===== src/rtl/dram_seq_pkg.sv =====
package dram_seq_pkg;
  localparam int LANES  = 4;
  localparam int ADDR_W = $clog2(LANES);
  localparam int LEN_W  = 3;
  localparam int STEP_W = 4;

  typedef enum logic [2:0] {
    CYC_IDLE, CYC_WR, CYC_PW, CYC_RD8, CYC_RD16, CYC_RD32, CYC_REF
  } cyc_e;

  typedef struct packed {
    logic ras;
    logic cas;
    logic we;
    logic det;
    logic cor;
    logic cap;
    logic mrg;
  } strobe_t;

  function automatic logic [STEP_W-1:0] final_step(cyc_e k);
    case (k)
      CYC_WR:   return STEP_W'(4);
      CYC_PW:   return STEP_W'(8);
      CYC_RD8:  return STEP_W'(5);
      CYC_RD16: return STEP_W'(8);
      CYC_RD32: return STEP_W'(14);
      CYC_REF:  return STEP_W'(5);
      default:  return STEP_W'(0);
    endcase
  endfunction

  function automatic logic is_read(cyc_e k);
    return (k == CYC_RD8) || (k == CYC_RD16) || (k == CYC_RD32);
  endfunction
endpackage


===== src/rtl/dram_seq_refresh_timer.sv =====
module dram_seq_refresh_timer #(
  parameter int INTERVAL = 312
) (
  input  logic clk,
  input  logic rst,
  input  logic clear,
  output logic pend
);
  localparam int CW = (INTERVAL > 1) ? $clog2(INTERVAL) : 1;
  localparam logic [CW-1:0] WRAP = CW'(INTERVAL - 1);

  logic [CW-1:0] cnt_q;

  always_ff @(posedge clk) begin
    if (rst) begin
      cnt_q <= '0;
      pend  <= 1'b0;
    end else if (cnt_q == WRAP) begin
      cnt_q <= '0;
      pend  <= 1'b1;
    end else begin
      cnt_q <= cnt_q + CW'(1);
      if (clear) pend <= 1'b0;
    end
  end
endmodule


===== src/rtl/dram_seq_cmd_decode.sv =====
module dram_seq_cmd_decode
  import dram_seq_pkg::*;
(
  input  logic              wr,
  input  logic [LEN_W-1:0]  len,
  input  logic [ADDR_W-1:0] addr,
  output cyc_e              kind,
  output logic [LANES-1:0]  bsel
);
  logic short_wr;
  logic [LANES-1:0] lane_hit;

  assign short_wr = wr && (len inside {3'd1, 3'd2, 3'd3});

  always_comb begin
    if (wr)                kind = short_wr ? CYC_PW : CYC_WR;
    else if (len == 3'd6)  kind = CYC_RD16;
    else if (len == 3'd7)  kind = CYC_RD32;
    else                   kind = CYC_RD8;
  end

  for (genvar i = 0; i < LANES; i++) begin : g_lane
    assign lane_hit[i] = (i >= int'(addr)) && (i < int'(addr) + int'(len));
  end

  assign bsel = short_wr ? lane_hit : '1;
endmodule


===== src/rtl/dram_seq_strobe_decode.sv =====
module dram_seq_strobe_decode
  import dram_seq_pkg::*;
(
  input  cyc_e              kind,
  input  logic [STEP_W-1:0] step,
  output strobe_t           strb
);
  int n;
  int lst;

  always_comb begin
    n    = int'(step);
    lst  = int'(final_step(kind));
    strb = '0;
    case (kind)
      CYC_WR: begin
        strb.ras = (n >= 1) && (n <= 3);
        strb.cas = (n >= 2) && (n <= 3);
        strb.we  = (n == 3);
      end
      CYC_PW: begin
        strb.ras = (n >= 1) && (n <= 7);
        strb.cas = (n >= 2) && (n <= 7);
        strb.det = (n >= 2) && (n <= 5);
        strb.cor = (n >= 4) && (n <= 5);
        strb.mrg = (n >= 6) && (n <= 7);
        strb.we  = (n == 7);
      end
      CYC_RD8, CYC_RD16, CYC_RD32: begin
        strb.ras = (n >= 1) && (n <= lst - 2);
        strb.cas = (n >= 2) && (n <= lst - 2) && (n % 3 != 1);
        strb.det = (n >= 2) && (n <= lst);
        strb.cor = (n >= 4) && (n <= lst) && (n % 3 != 0);
        strb.cap = (n >= 5) && (n <= lst) && (n % 3 == 2);
      end
      CYC_REF: begin
        strb.cas = (n >= 1) && (n <= 2);
        strb.ras = (n >= 2) && (n <= 4);
      end
      default: strb = '0;
    endcase
  end
endmodule


===== src/rtl/dram_cycle_seq.sv =====
module dram_cycle_seq
  import dram_seq_pkg::*;
#(
  parameter int REF_INTERVAL = 312
) (
  input  logic              clk,
  input  logic              rst,
  input  logic              cmd_valid,
  input  logic              cmd_write,
  input  logic [LEN_W-1:0]  cmd_len,
  input  logic [ADDR_W-1:0] cmd_addr,
  output logic              ready,
  output logic              ras,
  output logic              cas,
  output logic              we,
  output logic              edac_s1,
  output logic              edac_s0,
  output logic              rd_capture,
  output logic              merge_en,
  output logic [LANES-1:0]  byte_sel
);
  cyc_e              kind_q, kind_d, dec_kind;
  logic [STEP_W-1:0] step_q, step_d;
  logic [LANES-1:0]  bsel_q, bsel_d, dec_bsel;
  strobe_t           strb_q, strb_d;
  logic              ref_pend_q, ref_clear;
  logic              at_end, can_start;

  dram_seq_refresh_timer #(.INTERVAL(REF_INTERVAL)) timer_i (
    .clk(clk), .rst(rst), .clear(ref_clear), .pend(ref_pend_q)
  );

  dram_seq_cmd_decode dec_i (
    .wr(cmd_write), .len(cmd_len), .addr(cmd_addr),
    .kind(dec_kind), .bsel(dec_bsel)
  );

  dram_seq_strobe_decode strb_i (
    .kind(kind_d), .step(step_d), .strb(strb_d)
  );

  assign ref_clear = (kind_q == CYC_REF) && (step_q == STEP_W'(2));
  assign at_end    = (kind_q != CYC_IDLE) && (step_q == final_step(kind_q));
  assign can_start = (kind_q == CYC_IDLE) || (at_end && is_read(kind_q));
  assign ready     = can_start && !ref_pend_q;

  always_comb begin
    kind_d = kind_q;
    step_d = step_q + STEP_W'(1);
    bsel_d = bsel_q;
    if (can_start && ref_pend_q) begin
      kind_d = CYC_REF;
      step_d = STEP_W'(1);
      bsel_d = '0;
    end else if (can_start && cmd_valid) begin
      kind_d = dec_kind;
      step_d = STEP_W'(1);
      bsel_d = dec_bsel;
    end else if (at_end || kind_q == CYC_IDLE) begin
      kind_d = CYC_IDLE;
      step_d = '0;
      bsel_d = '0;
    end
  end

  always_ff @(posedge clk) begin
    if (rst) begin
      kind_q <= CYC_IDLE;
      step_q <= '0;
      bsel_q <= '0;
      strb_q <= '0;
    end else begin
      kind_q <= kind_d;
      step_q <= step_d;
      bsel_q <= bsel_d;
      strb_q <= strb_d;
    end
  end

  assign ras        = strb_q.ras;
  assign cas        = strb_q.cas;
  assign we         = strb_q.we;
  assign edac_s1    = strb_q.det;
  assign edac_s0    = strb_q.cor;
  assign rd_capture = strb_q.cap;
  assign merge_en   = strb_q.mrg;
  assign byte_sel   = bsel_q;
endmodule


===== config.mk =====
export PLATFORM = sky130hd
export DESIGN_NAME = dram_cycle_seq
export DESIGN_NICKNAME = d
export VERILOG_FILES = /design/src/rtl/dram_seq_pkg.sv /design/src/rtl/dram_seq_refresh_timer.sv /design/src/rtl/dram_seq_cmd_decode.sv /design/src/rtl/dram_seq_strobe_decode.sv /design/src/rtl/dram_cycle_seq.sv
export SDC_FILE = /design/constraint.sdc
export NUM_CORES = 1
export LEC_CHECK = 0
export ABC_AREA = 1
export BUFFER_PORTS_ARGS = -buffer_cell sky130_fd_sc_hd__buf_2
export CAP_MARGIN = 10
export CORE_ASPECT_RATIO = 0.5
export CORE_UTILIZATION = 30
export DETAILED_ROUTE_END_ITERATION = 10
export MAX_ROUTING_LAYER = met4
export REMOVE_ABC_BUFFERS = 1
export SYNTH_ARGS = -nofsm -noshare
export SYNTH_HDL_FRONTEND = slang
export SYNTH_SLANG_ARGS = --single-unit

===== constraint.sdc =====
create_clock -name clk -period 3.55 [get_ports clk]
set_input_delay 1.065 -clock clk [delete_from_list [all_inputs] [get_ports clk]]
set_output_delay 1.065 -clock clk [all_outputs]
set_load 0.03 [all_outputs]

=== Word level (Yosys, flattened, before mapping) ===
Cells that the tools add are included.

* Reductions and logical operators: 47
* $mul: 0
* Eq/ne operators: 24
* Mux-type cells: 20
* Bitwise gates (word level): 2
* Shifts and indexed selects: 0
* Divide/modulo/power cells: 1
* $lt $le $gt $ge: 19
* Add/subtract/negate cells: 4

{| class="wikitable"
|+ Operator list
! kind !! number
|-
| 3-bit by 32-bit less-than comparator with 1-bit output, first input constant || 2
|-
| 32-bit by 3-bit equality test with 1-bit output, second input constant || 1
|-
| 5-bit by 32-bit <= comparator with 1-bit output || 1
|-
| 1-bit by 32-bit less-than comparator with 1-bit output, first input constant || 1
|-
| 2-bit by 32-bit less-than comparator with 1-bit output, first input constant || 1
|-
| 5-bit by 3-bit modulo with 32-bit output, second input constant || 1
|-
| 32-bit by 2-bit inequality test with 1-bit output, second input constant || 1
|-
| 4-bit case mux with 4 select lines || 2
|-
| 32-bit nonzero test || 1
|-
| 1-bit logical AND || 27
|-
| 3-bit equality test, second input constant || 8
|-
| 4-bit 2-to-1 mux || 6
|-
| 3-bit by 2-bit equality test with 1-bit output, second input constant || 6
|-
| 3-bit 2-to-1 mux || 6
|-
| 2-bit OR reduction || 8
|-
| 4-bit by 3-bit greater-or-equal comparator with 1-bit output, second input constant || 3
|-
| 4-bit by 3-bit <= comparator with 1-bit output, second input constant || 3
|-
| 9-bit by 1-bit adder with 9-bit output, second input constant || 1
|-
| 3-bit by 1-bit equality test with 1-bit output, second input constant || 3
|-
| 9-bit equality test, second input constant || 1
|-
| 4-bit by 2-bit <= comparator with 1-bit output, second input constant || 2
|-
| 2-bit case mux with 4 select lines || 1
|-
| 3-bit nonzero test || 2
|-
| 4-bit by 2-bit subtractor with 5-bit output, second input constant || 1
|-
| 21 further kinds || 28
|}

* Flip-flop bits (word level): 28
* Word-level logic and storage cells: 129
* Bits in latches: 0
* Memories: 0
* Memory bits (writable): 0
* Input port bits: 9
* ROM bits: 0

=== Depth between registers and ports, before layout ===
Gate-level depths: netlist (run 1).

* Word-level depth: 18
* Gate-level depth with buffers: 31

=== Hierarchy ===
Synthesis (run 1) repeated with hierarchy kept, for this count alone.

* Cells, all modules: 383
* Area, all modules: 2,388.5 sq um

{| class="wikitable"
|+ By module, submodules not included
! module !! area each (sq um) !! instances !! cells an instance
|-
| dram_seq_strobe_decode || 887.1 || 1 || 159
|-
| dram_cycle_seq || 875.8 || 1 || 122
|-
| dram_seq_refresh_timer || 449.2 || 1 || 66
|-
| dram_seq_cmd_decode || 176.4 || 1 || 36
|}

=== Worst setup path before layout (run 1) ===
No wires, ideal clock.

* Path kind: input port to flip-flop
* Start point: input cmd_len[0]
* End point: register strb_q, in the netlist ras
* Stages: 22
* Arrival time: 3,373 ps
* Buffers on the path: 0
* Slack: 45 ps
* Cell sequence: or2_2 -> nand3_1 -> inv_1 -> nor2_1 -> nand2_1 -> o21ai_2 -> nand2_1 -> nor2_2 -> inv_1 -> nor2_1 -> inv_1 -> ha_1 -> xnor2_1 -> ha_1 -> nand2_1 -> inv_1 -> o21ai_0 -> a32o_1 -> nand2_1 -> nand3_1 -> nand4_1 -> a21oi_1

* Longest elaborated chain between the ends: 14

{| class="wikitable"
|+ RTL lines
! element !! line !! RTL
|-
| start, declared || dram_cycle_seq.sv:10 || <nowiki>input logic [LEN_W-1:0] cmd_len,</nowiki>
|-
| 3-bit by 1-bit equality test with 1-bit output / 3-bit by 2-bit equality test with 1-bit output (equally long branches) || dram_seq_cmd_decode.sv:13 || <nowiki>assign short_wr = wr && (len inside {3'd1, 3'd2, 3'd3});</nowiki>
|-
| 3-bit nonzero test || dram_seq_cmd_decode.sv:13 ||
|-
| 1-bit logical AND || dram_seq_cmd_decode.sv:13 ||
|-
| 2-bit 2-to-1 mux || dram_seq_cmd_decode.sv:16 || <nowiki>if (wr) kind = short_wr ? CYC_PW : CYC_WR;</nowiki>
|-
| 3-bit 2-to-1 mux * || dram_seq_cmd_decode.sv:16 ||
|-
| 3-bit 2-to-1 mux * || dram_cycle_seq.sv:55 || <nowiki>end else if (can_start && cmd_valid) begin</nowiki>
|-
| 3-bit 2-to-1 mux * || dram_cycle_seq.sv:51 || <nowiki>if (can_start && ref_pend_q) begin</nowiki>
|-
| 3-bit by 2-bit equality test with 1-bit output / 3-bit equality test (equally long branches) || dram_seq_pkg.sv:22, dram_seq_strobe_decode.sv:15 ||
|-
| 2-bit OR reduction (no line) || - ||
|-
| 4-bit case mux with 4 select lines || dram_seq_pkg.sv:22 || <nowiki>case (k)</nowiki>
|-
| 4-bit by 2-bit subtractor with 5-bit output || dram_seq_strobe_decode.sv:30 || <nowiki>strb.ras = (n >= 1) && (n <= lst - 2);</nowiki>
|-
| 5-bit by 32-bit <= comparator with 1-bit output || dram_seq_strobe_decode.sv:30 ||
|-
| 1-bit logical AND || dram_seq_strobe_decode.sv:30 ||
|-
| 2-bit case mux with 4 select lines * || dram_seq_strobe_decode.sv:15 || <nowiki>case (kind)</nowiki>
|-
| end signal, assigned || dram_cycle_seq.sv:76 || <nowiki>strb_q <= strb_d;</nowiki>
|-
| end, declared || dram_cycle_seq.sv:25 || <nowiki>strobe_t strb_q, strb_d;</nowiki>
|}

Every way passes the cells marked *; elsewhere a longest branch is shown, timed or not.
A chain may end at the register's enable or synchronous reset.

=== Worst setup path after layout (run 1) ===
Ends and elaborated chain as after synthesis.

==> metrics.md, run 1 <==
| Metric | Value |
|---|---|
| Hold Buf Count CTS | `0` |
| Tot Pwr | `1.10 mW` |
| PD cells | `406 nW/um^2` |
| Post-place instance area | `approximately 2500 sq um` |
| Switching Power | `~400 uW` |
| Wirelength per Cell | `10.4 um` |
| Port Buffers | `20` |
| Fill cells | `approximately 700` |
| Share of layout cells above drive strength 1 | `27.2%` |
| Bufs on Longest Clock Path | `2` |
| Area grow syn2layout | `25.9%` |
| CP Buf/Inv Count | `4` |
| Most Frequent Cell on Critical Path | `nand2_2` |
| N_diodes | `0` |
| Clock-pin slew on the worst setup and hold paths | `70 ps` |
| Pre-CTS setup slack | `-199 ps` |
| Crit-path cells | `buf_2, or2_2, nand3_2, inv_1, nor2_1, nand2_1, o21ai_2, nand2_2, nand2_2, nor2_2, inv_1, nand2_2, nor2_4, ha_4, xnor2_1, ha_1, nand2_1, inv_1, o21ai_0, a32o_1, nand2_2, nand3_1, nand4_1, a21oi_1` |
| Final hold violations | `0` |
| PnR worst setup slack | `157 ps` |
| Max Slew Vio Count | `0` |
| GR Overflow Total | `0` |
| Final setup TNS | `0 ps` |
| Area of the multi-input gates | `between 1000 and 1500 sq um` |
| Yosys warns | `0` |
| Placement row count | `21` |
| Total die area | `between 7000 and 8000 sq um` |
| DPL Wire Length | `between 3000 and 4000 um` |
| CTS H-tree depth | `1` |
| Max-cap violations | `0` |
| First drt pass iteration count | `4` |
| Max frequency | `~290 MHz` |
| Vias | `2,105` |
| DR top layer | `met4` |
| Crit path max-delay family | `simple AND/OR/NAND/NOR gates` |
| Met2 wire len | `2140 um` |
| I/O pin cnt | `21` |
| Status | `completed` |
| CP endpoint kind | `register` |
| Initial DRC Count | `53` |
| Unrepaired setup endpoints after global routing | `true` |
| Die Ht | `62.0 um` |
| Starting Density | `a little under a third` |
| Syn Std Cell Area | `2160 sq um` |
| HP Start | `timer_i.cnt_q[0]$_SDFF_PP0_` |
| Max-slew headroom | `between 70% and 80%` |
| Routability cong. | `a little over 0.8` |
| Largest net degree at the start of global routing | `17` |
| Synthesized area per cell | `~6.6 sq um` |
| Slowest stage cell on the critical path | `or2_2` |
| Post-route cell area | `approximately 2700 sq um` |
| Max VDD drop | `between 0.15 and 0.2 mV` |
| Core Util, Final | `39.9%` |
| Worst r2r src | `kind_q[1]$_SDFF_PP0_` |
| Routed length on met3 | `182 um` |
| Clk pwr share | `between 30 and 40%` |
| Crit path time final | `~3400 ps` |
| Insertion delay to the later sink of the worst-skew pair | `260 ps` |
| Drt total wl | `~4800 um` |
| GRT Overall Usage | `13.7%` |
| Root Driver | `clkbuf_16` |
| Post-route clock skew | `around 2.8 ps` |
| Fin crit share | `95.6%` |
| Seq pwr share | `a little under a third` |
| Lkg Pwr | `around 1.3 nW` |
| Synth cell types | `38` |
| Yosys reg bits | `28` |
| Crit path launch | `cmd_len[0]` |
| Syn Inst Count | `roughly 330` |
| Final setup viols | `0` |
| Post-synthesis sequential area ratio | `between 20% and 30%` |
| Vias in the first global route | `roughly 1,800` |
| CTS tree | `yes` |
| Crit path max fanout | `3` |
| Clock sink count | `28` |
| Metal1 wirelength | `around 2500 um` |
| Via/cell ratio | `around 4.5` |
| Layout Nets | `399` |
| Net Sw Frac | `between 30% and 40%` |
| Worst setup path category | `in -> reg` |
| Slowest Stage Delay on Critical Path | `about 290 ps` |
| Hold Path Class | `reg -> reg` |
| First-pass GRT wire length | `7960 um` |
| Crit path DAT | `roughly 3500 ps` |
| Initial antenna violation count | `0` |
| Startpoint types | `input pin` |
| Internal power | `~710 uW` |
| Tightest Pin Transition | `about 390 ps` |
| Register area | `approximately 570 sq um` |
| CP Data Required Time | `between 3000 and 4000 ps` |
| Gate power share | `a little under two fifths` |
| Num CTS Buffers | `3` |
| Antenna viol nets, final | `0` |
| DRC | `0` |
| CORE AREA | `approximately 7000 sq um` |
| Die width | `122 um` |
| Setup slack, reg-to-reg | `about 230 ps` |
cells in the mapped netlist, drive strengths merged:
master   n  area share, %
nand2   80             16
nand3   29            7.7
o21a     1           0.35
a21boi   1           0.35
a32oi    1           0.41
nor3    12            3.5
fa       1           0.93
a32o     1           0.46
xor2     1           0.41
a21oi   19            4.6
o21ai   15            4.0
inv     46            8.0
xnor2    5            2.0
or2      2           0.58
nor2    47            9.6
nor3b    1           0.35
clkinv   3           0.58
nand4    6            2.0
dfxtp   28             26
a211oi   1           0.35
ha      17            9.9
clkbuf   1           0.17
o211ai   1           0.35
and3     1           0.29
o31ai    1           0.35
nor4     4            1.2
through the flow:
step	hold slack (ps)	instances
3_3_place_gp	440	457
4_1_cts	461	461
3_5_place_dp	447	457
6_report	461	463
2_1_floorplan	418	324
5_1_grt	491	463
cells in the final DEF (no fill, tap or decap), types with 7 or more instances in the layout:
cell type  instances
o21ai_0            7
nand3_1           24
dfxtp_1           25
nor2_1            38
ha_1              16
buf_4             23
buf_2             20
a21oi_1           18
nor3_1             9
inv_1             35
nand2_2           10
inv_2             11
nand2_1           67
state kept, by name, summed over array words and instances, names as in the netlist, 3 cells and up:
register / flops
timer_i.cnt_q: 9
byte_sel: 4
step_q: 4
kind_q: 3
power groups by stage:
stage / Clock (mW) / Combinational (mW) / Sequential (mW)
after detailed placement: 0 / 0.395 / 0.351
after global placement: 0 / 0.395 / 0.351
after CTS: 0.348 / 0.397 / 0.344
after floorplan: 0 / 0.262 / 0.366
final: 0.338 / 0.421 / 0.344
after global routing: 0.359 / 0.476 / 0.347
per-layer routing:
layer,global-route usage [%],up-vias
li1,-,1155
met1,18.0,924
met2,22.8,24
met4,1.06,0
met5,-,-
met3,2.55,2
timing repair:
item                                    in CTS  in global routing
gates resized for setup                      0                 19
endpoints found under the setup margin       0                  5
setup buffers                                0                  2
kinds of logic (layout without fill, tap and decap cells):
family | after synthesis | in the layout | share of synthesized area (%)
compound gates | 41 | 41 | 11.2
xor+xnor | 6 | 6 | 2.43
fa+ha+maj | 18 | 18 | 10.8
buf+inv | 50 | 96 | 8.75
flops | 28 | 28 | 26.0
simple gates | 182 | 182 | 40.9
final cells by class:
cell class | count | share of cell area (%)
flip-flops and latches | 28 | 20.9
multi-input cells | 247 | 54.2
clock inverters | 1 | 1.10
well taps | 92 | 4.24
repair buffers | 43 | 10.0
clock buffers | 3 | 2.76
inverters | 49 | 6.81
worst paths after layout:
path                                       to  depth (start not counted)
setup reg to reg               ras$_SDFF_PP0_                         25
setup / recovery               ras$_SDFF_PP0_                         24
hold / removal    timer_i.cnt_q[0]$_SDFF_PP0_                          1
hold reg to reg   timer_i.cnt_q[0]$_SDFF_PP0_                          1
Note: power is estimated with default switching activity, not from simulation.
==> run 2: changes to the inputs <==
--- a/config.mk
+++ b/config.mk
@@ -11,7 +11,9 @@
 export CORE_ASPECT_RATIO = 0.5
 export CORE_UTILIZATION = 30
 export DETAILED_ROUTE_END_ITERATION = 10
+export GPL_ROUTABILITY_DRIVEN = 0
 export MAX_ROUTING_LAYER = met4
+export PLACE_DENSITY = 0.56
 export REMOVE_ABC_BUFFERS = 1
 export SYNTH_ARGS = -nofsm -noshare
 export SYNTH_HDL_FRONTEND = slang
==> run 2 against run 1 <==
- flip-flop and latch count did not move
- register-to-register slack improved by 50 ps
- clock-buffer cell count did not move
- clock power barely moved
- total power rose by 2.2%
- sequential power barely moved
- fmax rose by 2.9%
- via count rose by 1.9%
- design area rose by 3.3%
- largest cell class unchanged
- non-clock buffer count rose by 8
- clock skew barely moved
==> metrics.md, run 2 (synthesis results as in run 1) <==
| Metric | Value |
|---|---|
| Largest net degree at the start of global routing | `17 (unchanged)` |
| Finished Layout Cells | `471 (+1.7%)` |
| Commonest non-fill, non-tap cells in the layout | `nand2_1, nor2_1, inv_1` |
| Wirelength per Cell | `10.6 um (+1.3%)` |
| Area of the multi-input gates | `1500 sq um (+1.6%)` |
| N_diodes | `0 (unchanged)` |
| Max-cap violations | `0 (unchanged)` |
| Placement row count | `21 (unchanged)` |
| Register area | `572 sq um (+0.88%)` |
| Hold Path Class | `reg -> reg` |
| Bufs on Longest Clock Path | `2 (unchanged)` |
| Port Buffers | `20 (unchanged)` |
| Max VDD drop | `0.195 mV (-1.1%)` |
| Vias | `2,145 (+1.9%)` |
| Max-slew headroom | `74.4% (+0.30 points)` |
| First-pass GRT wire length | `8430 um (+5.9%)` |
| Largest Register | `timer_i.cnt_q` |
| Number of flip-flops in the largest register | `9 (unchanged)` |
| Clock sink count | `28 (unchanged)` |
| Starting Density | `31.7% (unchanged)` |
| DRC | `0 (unchanged)` |
| Drt total wl | `4980 um (+3.1%)` |
| Initial antenna violation count | `0 (unchanged)` |
| CTS H-tree depth | `1 (unchanged)` |
| Fin crit share | `92.9% (-2.7 points)` |
| Placed cell count | `460 (+0.66%)` |
| GR Overflow Total | `0 (unchanged)` |
| Status | `completed` |
| Max Slew Vio Count | `0 (unchanged)` |
| Final hold slack | `451 ps (-9.45 ps)` |
| CP Data Required Time | `3700 ps (about the same)` |
| Crit path time final | `3300 ps (-96.3 ps)` |
| Startpoint types | `input pin` |
| Worst setup path category | `in -> reg` |
| Share of layout cells above drive strength 1 | `30.6% (+3.4 points)` |
| Antenna viol nets, final | `0 (unchanged)` |
| Internal power | `729 uW (+2.3%)` |
| Crit path DAT | `3440 ps (-100 ps)` |
| Most Frequent Cell on Critical Path | `nand2_1` |
| Area grow syn2layout | `30.0%` |
| Post-route clock skew | `2.62 ps (-0.192 ps)` |
| Total die area | `7560 sq um (unchanged)` |
| Fill cells | `727 (+5.2%)` |
| First drt pass iteration count | `4 (unchanged)` |
| CP endpoint kind | `register` |
| Seq pwr share | `30.6% (-0.6 points)` |
| Hold Buf Count CTS | `0 (unchanged)` |
| Final hold violations | `0 (unchanged)` |
| Vias in the first global route | `1,909 (+8.1%)` |
| Via/cell ratio | `4.55 (+0.17%)` |
| Max frequency | `303 MHz (+2.9%)` |
| Clk pwr share | `30.0% (-0.6 points)` |
| Die Ht | `62.0 um (unchanged)` |
| Initial DRC Count | `97 (+83%)` |
| Tightest Pin Transition | `383 ps (-5.64 ps)` |
| Num CTS Buffers | `3 (unchanged)` |
| Gate power share | `39.4% (+1.3 points)` |
| Clock-pin slew on the worst setup and hold paths | `70 ps (about the same)` |
| Slowest Stage Delay on Critical Path | `300 ps (about the same)` |
| Die width | `122 um (unchanged)` |
| Final setup viols | `0 (unchanged)` |
| Crit-path cells | `buf_2, or2_4, nand3_2, inv_1, nor2_1, nand2_1, o21ai_2, nand2_2, nor2_2, inv_1, nor2_2, inv_2, ha_4, xnor2_1, ha_1, nand2_1, inv_2, a32o_1, nand2_1, nand3_1, nand4_1, a21oi_2` |
| Root Driver | `clkbuf_16` |
| PD cells | `402 nW/um^2 (-1.1%)` |
| Layout Nets | `407 (+2.0%)` |
| CTS tree | `yes` |
| CORE AREA | `6810 sq um (unchanged)` |
| PnR worst setup slack | `253 ps (+96.3 ps)` |
| I/O pin cnt | `21 (unchanged)` |
| Insertion delay to the later sink of the worst-skew pair | `270 ps (about the same)` |
| Slowest stage cell on the critical path | `ha_1` |
| Pre-CTS setup slack | `-184 ps (+15.4 ps)` |
| Leading cell type in the layout, fill and taps excluded | `nand2_1` |
| Crit path max fanout | `3 (unchanged)` |
| Lkg Pwr | `1.34 nW (+3.0%)` |
| Net Sw Frac | `35.3% (-0.10 points)` |
| GRT Overall Usage | `14.6% (+0.96 points)` |
| Switching Power | `398 uW (+1.9%)` |
| DPL Wire Length | `3940 um (+2.1%)` |
[run 2: changes by cell type in the layout (fill, tap and decap cells not counted), sizes merged]
cell  change
buf       +8
[run 2: layout make-up]
class	instances	share of cell area (%)
Clock inverter	1	1.07
Multi-Input combinational cell	247	53.3
Inverter	49	6.60
Sequential cell	28	20.4
Timing Repair Buffer	51	11.9
Clock buffer	3	2.67
Tap cell	92	4.10
[run 2: power by group through the flow]
stage | combinational (mW) | sequential, mW | clock, mW
2_1_floorplan | 0.262 | 0.366 | 0
3_3_place_gp | 0.395 | 0.352 | 0
3_5_place_dp | 0.395 | 0.351 | 0
4_1_cts | 0.397 | 0.344 | 0.348
5_1_grt | 0.499 | 0.348 | 0.360
6_report | 0.445 | 0.345 | 0.338
[run 2: critical path: cells and delay by family]
family	cells	cell delay, ps
and+or+nand+nor	11	1120
AOI/OAI and AO/OA	3	370
xor gates and xnor gates	1	120
buffers and inverters	5	330
adders and majority gates	2	460
[run 2: final timing paths]
kind	slack [ps]	depth (start not counted)	endpoint	start
max	250	22	ras$_SDFF_PP0_	cmd_len[0]
max reg2reg	280	27	ras$_SDFF_PP0_	kind_q[1]$_SDFF_PP0_
min reg2reg	450	1	timer_i.cnt_q[0]$_SDFF_PP0_	timer_i.cnt_q[0]$_SDFF_PP0_
min	450	1	timer_i.cnt_q[0]$_SDFF_PP0_	timer_i.cnt_q[0]$_SDFF_PP0_
[run 2: routing by layer]
metal	vias up	wire (um)	global-route usage (%)
li1	1171	-	-
met1	948	2620	18.1
met2	20	2190	24.9
met3	6	115	2.65
met4	0	55	4.06
met5	-	0	-
[run 2: what timing repair did]
item,4_1_cts,5_1_grt
gates resized for setup,0,30
buffers inserted,0,7
endpoints found under the setup margin,0,5
[run 2: stage by stage]
| stage | cell area, sq um | utilization (%) | power, mW | TNS (ps) |
|---|---|---|---|---|
| floorplan | 2150 | - | 0.629 | 0 |
| global placement | 2550 | 37.5 | 0.746 | -289 |
| detailed placement | 2550 | 37.5 | 0.746 | -680 |
| CTS | 2660 | 39.0 | 1.09 | 0 |
| global route | 2810 | 41.2 | 1.21 | -45.1 |
| finish | 2810 | 41.2 | 1.13 | 0 |
